`src/rtl/sbl_pkg.sv`:
```
// Package: shared types for the signed byte load unit.
// Assumes: 32-bit instruction words and a 64-bit register width.
package sbl_pkg;
    localparam int INSTR_W = 32;
    localparam int REG_IDX_W = 5;

    typedef enum logic [2:0] {
        AM_NONE,
        AM_UIMM,
        AM_PRE,
        AM_POST,
        AM_REG
    } amode_e;

    typedef struct packed {
        amode_e         mode;
        logic           w32;
        logic [4:0]     rn;
        logic [4:0]     rt;
        logic [11:0]    imm12;
        logic [8:0]     imm9;
        logic [2:0]     ext_opt;
    } dec_t;

    typedef enum logic [1:0] {
        ST_IDLE,
        ST_REQ,
        ST_WAIT,
        ST_DONE
    } state_e;
endpackage

```
`src/rtl/sbl_decode.sv`:
```
// Module: sbl_decode
// Classifies an instruction word into one of the four signed byte load
// forms, or AM_NONE, and extracts its fields. Purely combinational.
// Assumes: the caller treats AM_NONE as undefined.
module sbl_decode
    import sbl_pkg::*;
(
    input  logic [INSTR_W-1:0] instr,
    output dec_t               dec
);
    logic grp_uimm;
    logic grp_idx;

    // Purpose: match the fixed opcode bits shared by each group of forms.
    always_comb begin
        grp_uimm = (instr[31:23] == 9'b0011_1001_1);
        grp_idx  = (instr[31:23] == 9'b0011_1000_1);
    end

    // Purpose: select the addressing mode and split out the fields.
    always_comb begin
        dec.mode    = AM_NONE;
        dec.w32     = instr[22];
        dec.rn      = instr[9:5];
        dec.rt      = instr[4:0];
        dec.imm12   = instr[21:10];
        dec.imm9    = instr[20:12];
        dec.ext_opt = instr[15:13];
        if (grp_uimm) begin
            dec.mode = AM_UIMM;
        end else if (grp_idx) begin
            if (!instr[21]) begin
                if (instr[11:10] == 2'b01)
                    dec.mode = AM_POST;
                else if (instr[11:10] == 2'b11)
                    dec.mode = AM_PRE;
            end else if (instr[11:10] == 2'b10 && instr[14]) begin
                dec.mode = AM_REG;
            end
        end
    end
endmodule

```
`src/rtl/sbl_agen.sv`:
```
// Module: sbl_agen
// Forms the offset for the decoded mode, then the access address, the
// writeback value and the stack pointer alignment check.
// Assumes: base already holds SP when rn is 31; index holds the Rm value.
module sbl_agen
    import sbl_pkg::*;
#(
    parameter int XLEN        = 64,
    parameter int SP_ALIGN_LG = 4,
    parameter int HALF_W      = XLEN / 2
) (
    input  dec_t            dec,
    input  logic [XLEN-1:0] base,
    input  logic [XLEN-1:0] index,
    output logic [XLEN-1:0] acc_addr,
    output logic [XLEN-1:0] wb_addr,
    output logic            wb_en,
    output logic            align_fault
);
    localparam int IMM12_W = 12;
    localparam int IMM9_W  = 9;

    logic [XLEN-1:0] offset;
    logic [XLEN-1:0] sum;

    // Purpose: build the offset; byte access means no scaling or shift.
    always_comb begin
        offset = '0;
        unique case (dec.mode)
            AM_UIMM: offset = {{(XLEN-IMM12_W){1'b0}}, dec.imm12};
            AM_PRE, AM_POST:
                offset = {{(XLEN-IMM9_W){dec.imm9[IMM9_W-1]}}, dec.imm9};
            AM_REG: begin
                if (dec.ext_opt[0])
                    offset = index;
                else if (dec.ext_opt[2])
                    offset = {{(XLEN-HALF_W){index[HALF_W-1]}}, index[HALF_W-1:0]};
                else
                    offset = {{(XLEN-HALF_W){1'b0}}, index[HALF_W-1:0]};
            end
            default: offset = '0;
        endcase
    end

    // Purpose: add, pick pre or post use, and check SP alignment.
    always_comb begin
        sum         = base + offset;
        acc_addr    = (dec.mode == AM_POST) ? base : sum;
        wb_addr     = sum;
        wb_en       = (dec.mode == AM_PRE) || (dec.mode == AM_POST);
        align_fault = (dec.mode != AM_NONE) && (dec.rn == 5'd31) &&
                      (base[SP_ALIGN_LG-1:0] != '0);
    end
endmodule

```
`src/rtl/sbl_sext.sv`:
```
// Module: sbl_sext
// Sign-extends a byte to the full register or to its low half, with the
// upper half cleared in the narrow case.
// Assumes: XLEN is twice the narrow width.
module sbl_sext #(
    parameter int XLEN   = 64,
    parameter int BYTE_W = 8,
    parameter int HALF_W = XLEN / 2
) (
    input  logic [BYTE_W-1:0] data,
    input  logic              w32,
    output logic [XLEN-1:0]   result
);
    // Purpose: per-bit selection of data, sign copy or zero.
    always_comb begin
        for (int i = 0; i < XLEN; i++) begin
            if (i < BYTE_W)
                result[i] = data[i];
            else if (w32 && i >= HALF_W)
                result[i] = 1'b0;
            else
                result[i] = data[BYTE_W-1];
        end
    end
endmodule

```
`src/rtl/sbl_unit.sv`:
```
// Module: sbl_unit (top)
// Accepts a signed byte load word with its operand values, issues one
// byte read and returns the extended result plus optional base writeback.
// Assumes: one outstanding load; memory answers each accepted request once.
module sbl_unit
    import sbl_pkg::*;
#(
    parameter int XLEN        = 64,
    parameter int SP_ALIGN_LG = 4,
    parameter int BYTE_W      = 8
) (
    input  logic               clk,
    input  logic               rst_n,
    input  logic               issue_valid,
    output logic               issue_ready,
    input  logic [31:0]        issue_instr,
    input  logic [XLEN-1:0]    issue_base,
    input  logic [XLEN-1:0]    issue_index,
    output logic               mem_req_valid,
    input  logic               mem_req_ready,
    output logic [XLEN-1:0]    mem_req_addr,
    input  logic               mem_rsp_valid,
    input  logic [BYTE_W-1:0]  mem_rsp_data,
    output logic               done_valid,
    output logic [4:0]         done_rt,
    output logic [XLEN-1:0]    done_result,
    output logic               done_wb_en,
    output logic [4:0]         done_wb_reg,
    output logic [XLEN-1:0]    done_wb_addr,
    output logic               done_undef,
    output logic               done_align_fault
);
    dec_t            dec;
    logic [XLEN-1:0] ag_addr;
    logic [XLEN-1:0] ag_wb;
    logic            ag_wb_en;
    logic            ag_fault;
    logic            issue_fire;
    logic            is_undef;

    state_e            state_q;
    logic [XLEN-1:0]   addr_q;
    logic [XLEN-1:0]   wb_q;
    logic              wb_en_q;
    logic [4:0]        rt_q;
    logic [4:0]        rn_q;
    logic              w32_q;
    logic              undef_q;
    logic              fault_q;
    logic [BYTE_W-1:0] data_q;

    sbl_decode u_decode (
        .instr (issue_instr),
        .dec   (dec)
    );

    sbl_agen #(
        .XLEN        (XLEN),
        .SP_ALIGN_LG (SP_ALIGN_LG)
    ) u_agen (
        .dec         (dec),
        .base        (issue_base),
        .index       (issue_index),
        .acc_addr    (ag_addr),
        .wb_addr     (ag_wb),
        .wb_en       (ag_wb_en),
        .align_fault (ag_fault)
    );

    sbl_sext #(
        .XLEN   (XLEN),
        .BYTE_W (BYTE_W)
    ) u_sext (
        .data   (data_q),
        .w32    (w32_q),
        .result (done_result)
    );

    // Purpose: handshake and status decode for the current offer.
    always_comb begin
        issue_ready = (state_q == ST_IDLE);
        issue_fire  = issue_valid && issue_ready;
        is_undef    = (dec.mode == AM_NONE);
    end

    // Purpose: sequence idle, request, wait and completion; capture operands.
    always_ff @(posedge clk) begin
        if (!rst_n) begin
            state_q <= ST_IDLE;
            addr_q  <= '0;
            wb_q    <= '0;
            wb_en_q <= 1'b0;
            rt_q    <= '0;
            rn_q    <= '0;
            w32_q   <= 1'b0;
            undef_q <= 1'b0;
            fault_q <= 1'b0;
            data_q  <= '0;
        end else begin
            unique case (state_q)
                ST_IDLE: if (issue_fire) begin
                    addr_q  <= ag_addr;
                    wb_q    <= ag_wb;
                    rt_q    <= dec.rt;
                    rn_q    <= dec.rn;
                    w32_q   <= dec.w32;
                    undef_q <= is_undef;
                    fault_q <= ag_fault && !is_undef;
                    wb_en_q <= ag_wb_en && !ag_fault && !is_undef;
                    data_q  <= '0;
                    state_q <= (is_undef || ag_fault) ? ST_DONE : ST_REQ;
                end
                ST_REQ:  if (mem_req_ready) state_q <= ST_WAIT;
                ST_WAIT: if (mem_rsp_valid) begin
                    data_q  <= mem_rsp_data;
                    state_q <= ST_DONE;
                end
                ST_DONE: state_q <= ST_IDLE;
                default: state_q <= ST_IDLE;
            endcase
        end
    end

    // Purpose: drive the memory and completion ports from captured state.
    always_comb begin
        mem_req_valid    = (state_q == ST_REQ);
        mem_req_addr     = addr_q;
        done_valid       = (state_q == ST_DONE);
        done_rt          = rt_q;
        done_wb_en       = done_valid && wb_en_q;
        done_wb_reg      = rn_q;
        done_wb_addr     = wb_q;
        done_undef       = done_valid && undef_q;
        done_align_fault = done_valid && fault_q;
    end

    assert_req_hold_R8: assert property (@(posedge clk) disable iff (!rst_n)
        mem_req_valid && !mem_req_ready |=> mem_req_valid && $stable(mem_req_addr));

    assert_single_req_R8: assert property (@(posedge clk) disable iff (!rst_n)
        mem_req_valid && mem_req_ready |=> !mem_req_valid);

    assert_done_pulse_R9: assert property (@(posedge clk) disable iff (!rst_n)
        done_valid |=> !done_valid);

    assert_busy_after_issue_R9: assert property (@(posedge clk) disable iff (!rst_n)
        issue_fire |=> !issue_ready);

    assert_undef_noreq_R1: assert property (@(posedge clk) disable iff (!rst_n)
        issue_fire && dec.mode == AM_NONE |=> !mem_req_valid && done_undef && !done_wb_en);

    assert_fault_noreq_R7: assert property (@(posedge clk) disable iff (!rst_n)
        issue_fire && ag_fault |=> !mem_req_valid && (done_align_fault || done_undef));

    assert_narrow_upper_zero_R6: assert property (@(posedge clk) disable iff (!rst_n)
        done_valid && w32_q |-> done_result[XLEN-1:XLEN/2] == '0);
endmodule

```
`config.mk`:
```
export PLATFORM = sky130hd
export DESIGN_NAME = sbl_unit
export DESIGN_NICKNAME = d
export VERILOG_FILES = /design/src/rtl/sbl_pkg.sv /design/src/rtl/sbl_decode.sv /design/src/rtl/sbl_agen.sv /design/src/rtl/sbl_sext.sv /design/src/rtl/sbl_unit.sv
export SDC_FILE = /design/constraint.sdc
export NUM_CORES = 1
export LEC_CHECK = 0
export ABC_AREA = 1
export ABC_CLOCK_PERIOD_IN_PS = 5150
export CAP_MARGIN = 25
export CORE_MARGIN = 2
export CORE_UTILIZATION = 30
export CTS_CLUSTER_DIAMETER = 50
export DETAILED_ROUTE_END_ITERATION = 7
export SETUP_SLACK_MARGIN = 0.2
export SKIP_CTS_REPAIR_TIMING = 1
export SYNTH_ARGS = -nofsm -noshare
export SYNTH_HDL_FRONTEND = slang
export SYNTH_HIERARCHICAL = 1
export SYNTH_SLANG_ARGS = --single-unit
```
`constraint.sdc`:
```
create_clock -name clk -period 5.15 [get_ports clk]
set_input_delay 1.03 -clock clk [delete_from_list [all_inputs] [get_ports clk]]
set_output_delay 1.03 -clock clk [all_outputs]
set_load 0.005 [all_outputs]
```
==> flow_summary.rst, run 1 <==
.. list-table::
   :header-rows: 1

   * - Metric
     - Value
   * - Antenna violations before repair
     - 1
   * - Buffering stage count on the worst path with inverters included
     - 9
   * - NetSw
     - 1880 uW
   * - Sequential Power Share
     - 32.1%
   * - Net Sw Frac
     - 35.1%
   * - Syn Nets
     - 2,770
   * - Multi-input logic area
     - 8480 um2
   * - RSZ-0062 raised after global routing
     - yes
   * - Routed Wire Length
     - 57.5 mm
   * - Total number of H-tree levels
     - 4
   * - Maximum number of pins on one net before global-route repair
     - 65
   * - Fraction of met2 tracks used by global routing
     - 38.2%
   * - Initial core utilization
     - 30.1%
   * - Top cell family by delay on the critical path
     - simple AND/OR/NAND/NOR gates
   * - TritonCTS Sinks
     - 152
   * - Floorplan row count
     - 79
   * - HPWL after detailed placement
     - 47.0 mm
   * - Post-DR wirelength/cell
     - 16.8 um
   * - Latest clock arrival within the worst-skew pair
     - 480 ps
   * - Top fanout value on the critical path
     - 32
   * - Violation count after the first detailed-route iteration
     - 968
   * - Startpoint type of the worst setup path
     - primary input
   * - Count of endpoints failing hold in the final timing report
     - 0
   * - Standby leakage power
     - 0.00960 uW
   * - Number of global-route vias before repair
     - 14,623
   * - Register area
     - 3040 um2
   * - Port buffer count
     - 380
   * - CTS tree
     - yes
   * - Global-route wire length before repair
     - 85.5 mm
   * - Relative slew slack
     - 32.0%
   * - Internal power contribution
     - 3480 uW
   * - Max-slew violation count
     - 0
   * - Router iterations before antenna repair
     - 6
   * - Final critical-path share of the clock period
     - 89.7%
   * - Number of antenna repair diodes
     - 0
   * - Die outline area
     - 48,200 um2
   * - Achievable clock frequency
     - 0.217 GHz
   * - Cell depth of the worst min-delay path
     - 2
   * - Height of the die
     - 220 um
   * - Number of filler instances in the final layout
     - 5,208
   * - Register-to-register setup slack
     - 2710 ps
   * - Global placer's final weighted congestion
     - 0.928
   * - Horiz. Die Dim
     - 220 um
   * - Power density over the cells
     - 291 nW/um2
   * - Final std cells w/o fill
     - 3,413
   * - Number of buffers created by CTS
     - 17
   * - Synthesis Warnings
     - 6
   * - Residual overflow from global routing
     - 0
   * - MaxCap Viol Count
     - 0
   * - Remaining antenna violation count after routing
     - 0
   * - CTS Buffer Depth
     - 2
   * - Final period demand of the worst path
     - 4620 ps
   * - Layout Area Growth over Synthesis
     - 32.1%
   * - Number of primary I/O pins
     - 381
   * - Critical path depth in cells
     - 28
   * - Combinational group share of total power
     - 42.3%
   * - Core area
     - 46,300 um2
   * - Post-route DRC
     - 0
   * - Slowest stage delay, CP
     - 450 ps
   * - Cells after Synth
     - 2,527
   * - Run status
     - completed
   * - Most congested layer reported by global routing
     - met2
   * - Root buffer selected by CTS
     - clkbuf_16
   * - Total placed cells including tap cells
     - 3,380
   * - Slew at the pin closest to its max-slew limit
     - 1020 ps
   * - Worst R2R Path Depth
     - 7
   * - Crit-path slowest cell
     - clkdlybuf4s50_1
   * - Detailed-route vias per instance
     - 4.53
   * - Setup Crit Path Kind
     - primary input to flop
   * - Total Neg Setup Slack
     - 0 ps
   * - Synthesized area divided by synthesized cell count
     - 5.52 um2
   * - Total Nets Final
     - 3,036
   * - Arrival time of the worst setup path
     - 4990 ps
   * - Largest clock skew in the final design
     - 11.1 ps
   * - Kind of end point of the critical path
     - flop
   * - Clock-pin slew on the worst setup and hold paths
     - 70 ps
   * - Total vias in the final route
     - 15,463
   * - Final setup violation count
     - 0
   * - Class of the tightest hold or removal check
     - flop to flop
   * - Share of post-route cells with drive strength above 1
     - 5.10%
   * - All-layer global routing usage
     - 23.6%
   * - Total standard cell area after synthesis
     - 13,900 um2
   * - Data required time at the worst endpoint
     - 5530 ps
   * - Worst voltage drop across the vdd grid
     - 0.294 mV
   * - Met3 layer usage reported by global route
     - 3.93%
   * - Met1 layer usage reported by global route
     - 32.5%
   * - Clock network fraction of design power
     - 25.6%
[per-stage QoR]
step	power (uW)	hold slack, ps	setup slack [ps]	utilization (%)	cell area, um2
final	5370	472	533	39.8	18400
after detailed placement	4040	462	-84.8	38.3	17700
after floorplan	2900	442	1190	-	13900
after global placement	4020	461	-26.8	38.3	17700
after global routing	5750	495	155	39.8	18400
after CTS	5450	473	459	39.7	18300
[power groups by stage]
stage | Sequential, uW | Combinational, uW | Clock (uW)
finish | 1720 | 2270 | 1370
global route | 1760 | 2520 | 1460
CTS | 1730 | 2300 | 1420
detailed placement | 1750 | 2290 | 0
global placement | 1750 | 2270 | 0
floorplan | 1740 | 1160 | 0
[worst register-to-register path: stages (launching register included)]
cell,delay [ps]
dfxtp_1,330
inv_1,150
ha_1,240
nand2_4,340
inv_4,570
buf_4,500
nor2_1,120
nor2_1,130
[cells in the final DEF (no fill, tap or decap), drive strengths merged, types with 5 or more instances in the layout]
cell type	instances
nand2	928
nor2	401
clkdlybuf4s50	379
inv	371
o21ai	175
dfxtp	152
nand3	104
ha	69
a21oi	51
buf	42
and2	32
xor2	30
clkbuf	20
nor3	18
nand3b	14
clkinv	5
[metal layers]
layer,wire [um],up-vias
li1,-,8078
met1,28000,6950
met2,25600,400
met3,3020,35
met4,897,0
met5,0,-
[path summary, 6_finish.rpt]
check	start	endpoint
worst max register to register	state_q[0]	done_wb_addr[16]
worst min-delay path	fault_q	fault_q
worst min register to register	fault_q	fault_q
worst max-delay path	issue_instr[28]	done_wb_addr[48]
[area by class of cell]
class / count / area share [%]
clock buffer: 19 / 2.40
sequential: 152 / 16.5
tap: 607 / 4.12
multi-input combinational: 1832 / 46.0
timing repair buffer: 422 / 22.5
clock inverter: 13 / 0.910
inverter: 368 / 7.51
Note: power is estimated with default switching activity, not from simulation.
==> inputs of run 2 (changes only) <==
--- a/config.mk
+++ b/config.mk
@@ -6,7 +6,7 @@
 export NUM_CORES = 1
 export LEC_CHECK = 0
 export ABC_AREA = 1
-export ABC_CLOCK_PERIOD_IN_PS = 5150
+export ABC_CLOCK_PERIOD_IN_PS = 5010
 export CAP_MARGIN = 25
 export CORE_MARGIN = 2
 export CORE_UTILIZATION = 30
==> constraint.sdc (replaced) <==
create_clock -name clk -period 5.01 [get_ports clk]
set_input_delay 1.002 -clock clk [delete_from_list [all_inputs] [get_ports clk]]
set_output_delay 1.002 -clock clk [all_outputs]
set_load 0.005 [all_outputs]
==> run 2 against run 1 <==
Die area did not move. Routed wire length shrank 0.80%. Critical path depth fell by 3. Power up 1.3%. Critical path type unchanged. Largest cell class unchanged.
==> flow_summary.rst, run 2 (same netlist as run 1, synthesis figures left out) <==
.. list-table::
   :header-rows: 1

   * - Metric
     - Value
   * - Run status
     - completed
   * - RSZ-0062 raised after global routing
     - no
   * - Total power after layout
     - 5440 uW
   * - Register area
     - 3040 um2
   * - Antenna violations before repair
     - 2
   * - Clock-pin slew on the worst setup and hold paths
     - 70 ps
   * - Arrival time of the worst setup path
     - 4980 ps
   * - Routed Wire Length
     - 57.0 mm
   * - Total Nets Final
     - 3,030
   * - Initial core utilization
     - 30.1%
   * - Origin of the worst min-delay path
     - done_wb_addr[43]
   * - Global-route wire length before repair
     - 85.1 mm
   * - Root buffer selected by CTS
     - clkbuf_16
   * - Violation count after the first detailed-route iteration
     - 980
   * - Max-slew violation count
     - 0
   * - Post-route DRC
     - 0
   * - Most frequent cells in the layout
     - nand2_1, nor2_1, clkdlybuf4s50_1
   * - Crit-path slowest cell
     - clkdlybuf4s50_1
   * - Floorplan row count
     - 79
   * - Remaining antenna violation count after routing
     - 0
   * - Standby leakage power
     - 0.00956 uW
   * - CTS tree
     - yes
   * - Share of post-route cells with drive strength above 1
     - 4.32%
   * - Launch point of the worst reg-to-reg path
     - state_q[0]
   * - Height of the die
     - 220 um
   * - Multi-input logic area
     - 8410 um2
   * - Top fanout value on the critical path
     - 32
   * - Worst R2R Path Depth
     - 7
   * - Number of antenna repair diodes
     - 0
   * - Layout Area Growth over Synthesis
     - 31.5%
   * - All-layer global routing usage
     - 23.6%
   * - Largest clock skew in the final design
     - 6.93 ps
   * - Residual overflow from global routing
     - 0
   * - Final period demand of the worst path
     - 4600 ps
   * - Top cell family by delay on the critical path
     - simple AND/OR/NAND/NOR gates
   * - Worst-case hold path end point
     - done_wb_addr[43]
   * - Total number of H-tree levels
     - 4
   * - Final setup violation count
     - 0
   * - MaxCap Viol Count
     - 0
   * - Register-to-register setup slack
     - 2250 ps
   * - Setup Crit Path Kind
     - primary input to flop
   * - Total placed cells including tap cells
     - 3,375
   * - Data required time at the worst endpoint
     - 5380 ps
   * - HPWL after detailed placement
     - 46.6 mm
   * - Cell depth of the worst min-delay path
     - 2
   * - Slew at the pin closest to its max-slew limit
     - 1030 ps
   * - Startpoint type of the worst setup path
     - primary input
   * - Post-DR wirelength/cell
     - 16.7 um
   * - Count of endpoints failing hold in the final timing report
     - 0
   * - Relative slew slack
     - 31.2%
   * - Horiz. Die Dim
     - 220 um
   * - Achievable clock frequency
     - 0.217 GHz
   * - Number of global-route vias before repair
     - 14,616
   * - TritonCTS Sinks
     - 152
   * - Kind of end point of the critical path
     - flop
   * - Number of buffers created by CTS
     - 17
   * - Number of filler instances in the final layout
     - 5,199
   * - CTS Buffer Depth
     - 2
   * - Core area
     - 46,300 um2
   * - Power density over the cells
     - 297 nW/um2
   * - Critical Path Most Common Cell
     - nand2_1
   * - Port buffer count
     - 380
   * - Endpoint of the worst-slack reg-to-reg timing path
     - mem_req_addr[9]
   * - Detailed-route vias per instance
     - 4.57
   * - Slowest stage delay, CP
     - 550 ps
   * - Worst voltage drop across the vdd grid
     - 0.262 mV
   * - Final critical-path share of the clock period
     - 91.9%
   * - Number of primary I/O pins
     - 381
   * - Latest clock arrival within the worst-skew pair
     - 480 ps
   * - Total vias in the final route
     - 15,566
   * - Maximum number of pins on one net before global-route repair
     - 84
   * - Router iterations before antenna repair
     - 6
   * - Final std cells w/o fill
     - 3,407
   * - Class of the tightest hold or removal check
     - flop to flop
   * - Buffering stage count on the worst path with inverters included
     - 5
   * - Commonest non-fill, non-tap cell in the layout
     - nand2_1
   * - Die outline area
     - 48,200 um2
   * - Global placer's final weighted congestion
     - 0.973
[run 2: changes by cell type in the layout (fill, tap and decap cells not counted), moves of 2 or more]
cell        delta
buf_12         +3
ha_2           -3
nor2_2         -5
a21oi_2        -7
nor2_1         +6
clkinvlp_4     +2
buf_4          -8
ha_1           +3
a21oi_1        +7
[run 2: worst reg2reg max path, cell delays in order, from the launching register on]
cell and delay (ps):
dfxtp_1 380, inv_1 120, ha_1 260, nand2_4 350, buf_4 490, buf_4 630, o21ai_0 330, nor2_1 150
[run 2: cell type report]
class / instances / area share, %
inverter: 368 / 7.55
multi-input combinational: 1832 / 45.9
timing repair buffer: 416 / 22.6
clock inverter: 14 / 0.812
tap: 607 / 4.14
sequential: 152 / 16.6
clock buffer: 18 / 2.40
[run 2: layer usage]
metal	share of wire, %	vias to the layer above	GRT usage (%)	wire length (um)
li1	-	8065	-	-
met1	47	6998	31.9	26900
met2	45	449	37.9	25400
met3	6.2	52	4.93	3560
met4	2.2	2	6.71	1230
met5	0.023	-	0	13
[run 2: how the worst max path moves through the flow]
stage / start / endpoint / cells past startpoint
after floorplan: issue_instr[23] / done_wb_addr[32] / 23
after global placement: issue_instr[23] / done_wb_addr[32] / 25
after detailed placement: issue_instr[23] / done_wb_addr[32] / 25
after CTS: issue_instr[23] / done_wb_addr[32] / 25
after global routing: issue_instr[29] / mem_req_addr[58] / 25
final: issue_instr[10] / done_wb_addr[32] / 25
[run 2: report_power, final]
part           leakage [uW]  switching, uW  internal [uW]  total, uW
clock network      0.000279            595            746       1340
logic               0.00803           1100           1230       2330
registers           0.00126            205           1560       1760
total               0.00956           1900           3530       5440
[run 2: through the flow]
stage	hold WS [ps]	setup TNS, ps	utilization, %	worst slack (ps)	instance area (um2)
final	479	0	39.6	405	18300
after global routing	504	0	39.6	202	18300
after CTS	484	0	39.6	388	18300
after detailed placement	469	-156	38.3	-156	17700
after global placement	458	-106	38.3	-106	17700
after floorplan	442	0	-	1080	13900
==> inputs of run 3 (changes only) <==
--- a/config.mk
+++ b/config.mk
@@ -9,9 +9,10 @@
 export ABC_CLOCK_PERIOD_IN_PS = 5010
 export CAP_MARGIN = 25
 export CORE_MARGIN = 2
-export CORE_UTILIZATION = 30
+export CORE_UTILIZATION = 50
 export CTS_CLUSTER_DIAMETER = 50
 export DETAILED_ROUTE_END_ITERATION = 7
+export PLACE_DENSITY = 0.83
 export SETUP_SLACK_MARGIN = 0.2
 export SKIP_CTS_REPAIR_TIMING = 1
 export SYNTH_ARGS = -nofsm -noshare
==> run 3 against run 2 <==
Final area down 1.6%. Power up 0.54%. Clock-buffer cell count down 1. Largest cell class unchanged. Maximum frequency shrank 1.8%. Via count grew 4.2%. Global-route usage rose by 11 points. Critical path depth decreased by 2. Routed wire length down 7.6%. Core utilization is 26 points higher. Clock power barely moved. Sequential share of layout area rose by 0.28 points. Register-to-register slack better by 150 ps.
==> flow_summary.rst, run 3 (same netlist as run 1, synthesis figures left out) <==
.. list-table::
   :header-rows: 1

   * - Metric
     - Value
   * - Port buffer count
     - 380
   * - Residual overflow from global routing
     - 0
   * - Non-Filler Cell Area, Final
     - 18,000 um2
   * - Total vias in the final route
     - 16,219
   * - Top fanout value on the critical path
     - 25
   * - Cells along the critical path
     - clkdlybuf4s50_1 -> inv_1 -> nor2_1 -> nand2_1 -> nor3_2 -> nand3_1 -> inv_2 -> buf_4 -> nand2_1 -> nand3_1 -> ha_1 -> nand2_1 -> inv_1 -> nand2_1 -> nand2_1 -> nand3b_1 -> nand2_1 -> nand2_1 -> nand2_1 -> nand3_1 -> and2_1 -> o21ai_0 -> nor2_1
   * - Floorplan row count
     - 61
   * - Total Nets Final
     - 3,021
   * - Global-route wire length before repair
     - 79.1 mm
   * - RSZ-0062 raised after global routing
     - yes
   * - Achievable clock frequency
     - 0.213 GHz
   * - Instance area at placement
     - 17,300 um2
   * - Clock-pin slew on the worst setup and hold paths
     - 70 ps
   * - Router iterations before antenna repair
     - 6
   * - Post-route DRC
     - 0
   * - Number of antenna repair diodes
     - 0
   * - Power density over the cells
     - 303 nW/um2
   * - Horiz. Die Dim
     - 171 um
   * - Critical Path Most Common Cell
     - nand2_1
   * - Data required time at the worst endpoint
     - 5340 ps
   * - Number of buffers created by CTS
     - 17
   * - Max-slew violation count
     - 0
   * - Commonest non-fill, non-tap cell in the layout
     - nand2_1
   * - CTS Buffer Depth
     - 2
   * - Layout Area Growth over Synthesis
     - 29.3%
   * - Share of post-route cells with drive strength above 1
     - 4.41%
   * - Slew at the pin closest to its max-slew limit
     - 1000 ps
   * - Relative slew slack
     - 33.2%
   * - Most frequent cells in the layout
     - nand2_1, nor2_1, clkdlybuf4s50_1
   * - Number of primary I/O pins
     - 381
   * - Kind of end point of the critical path
     - flop
   * - Total number of H-tree levels
     - 4
   * - Count of endpoints failing hold in the final timing report
     - 0
   * - Met3 layer usage reported by global route
     - 6.94%
   * - Number of global-route vias before repair
     - 15,171
   * - Die outline area
     - 29,200 um2
   * - Class of the tightest hold or removal check
     - flop to flop
   * - Final period demand of the worst path
     - 4690 ps
   * - Setup Crit Path Kind
     - primary input to flop
   * - Largest clock skew in the final design
     - 6.32 ps
   * - Slowest stage delay, CP
     - 500 ps
   * - Total Neg Setup Slack
     - 0 ps
   * - Initial core utilization
     - 50.5%
   * - CTS tree
     - yes
   * - TritonCTS Sinks
     - 152
   * - Number of filler instances in the final layout
     - 2,612
   * - Startpoint type of the worst setup path
     - primary input
   * - Root buffer selected by CTS
     - clkbuf_16
   * - Maximum number of pins on one net before global-route repair
     - 100
   * - HPWL after detailed placement
     - 41.0 mm
   * - Most congested layer reported by global routing
     - met2
   * - Final critical-path share of the clock period
     - 93.6%
   * - Height of the die
     - 171 um
   * - Antenna violations before repair
     - 1
   * - Fraction of met2 tracks used by global routing
     - 56.7%
   * - Core area
     - 27,600 um2
   * - Post-DR wirelength/cell
     - 16.6 um
   * - Routed Wire Length
     - 52.7 mm
   * - Utilization after layout
     - 65.3%
   * - All-layer global routing usage
     - 35.0%
   * - Run status
     - completed
   * - Standby leakage power
     - 0.00952 uW
   * - Worst voltage drop across the vdd grid
     - 0.263 mV
   * - MaxCap Viol Count
     - 0
   * - Violation count after the first detailed-route iteration
     - 1,460
   * - Detailed-route vias per instance
     - 5.12
   * - Remaining antenna violation count after routing
     - 0
   * - Met1 layer usage reported by global route
     - 45.7%
   * - Crit-path slowest cell
     - clkdlybuf4s50_1
   * - Latest clock arrival within the worst-skew pair
     - 440 ps
   * - Global placer's final weighted congestion
     - 0.998
   * - Arrival time of the worst setup path
     - 5020 ps
   * - Final-layout worst hold slack
     - 483 ps
   * - Final setup violation count
     - 0
[run 3: cell types whose count changed in the layout (fill, tap and decap cells not counted), moves of 4 or more]
cell     previous run  this run
ha_1               69        64
a21oi_1            51        46
buf_4              31        25
buf_12              6         2
inv_8               0         5
a21oi_2             0         5
[run 3: per-stage QoR]
step,std cells,setup slack [ps],power [uW]
after floorplan,2527,1080,2980
after global placement,3134,150,4030
after detailed placement,3134,32.5,4100
after CTS,3166,475,5470
after global routing,3169,146,5790
final,3169,319,5470
[run 3: power breakdown]
part,leakage [uW],total [uW],internal [uW],switching (uW)
clock,0.000284,1370,717,656
combinational,0.00798,2310,1220,1090
sequential,0.00126,1780,1560,227
[run 3: worst paths after layout]
path                    from                to  slack, ps  cells past startpoint
max          issue_instr[21]  done_wb_addr[58]        320                     23
min          done_wb_addr[5]   done_wb_addr[5]        480                      2
max reg2reg       state_q[0]  done_wb_addr[51]       2400                      7
min reg2reg  done_wb_addr[5]   done_wb_addr[5]        480                      2
[run 3: critical path, delay by kind of cell]
kind                     cells  cell delay [ps]
AO/OA/AOI/OAI                1              180
adder cells (fa/ha/maj)      1              280
buffers and inverters        5             1130
AND/OR/NAND/NOR             16             2420
[run 3: routing by layer]
metal  wire length [um]  vias to the layer above  part of all wire (%)
li1                   -                     8052                     -
met1              22300                     7307                    42
met2              23600                      761                    45
met3               5110                       99                   9.7
met4               1740                        0                   3.3
met5                  0                        -                     0
[run 3: layout make-up]
| cell class | instances | area (um2) | area share [%] |
|---|---|---|---|
| well taps | 378 | 473 | 2.62 |
| clock buffers | 17 | 425 | 2.36 |
| inverters | 368 | 1380 | 7.67 |
| repair buffers | 407 | 4050 | 22.4 |
| multi-input cells | 1832 | 8480 | 47.0 |
| flip-flops and latches | 152 | 3040 | 16.9 |
| clock inverters | 15 | 183 | 1.01 |
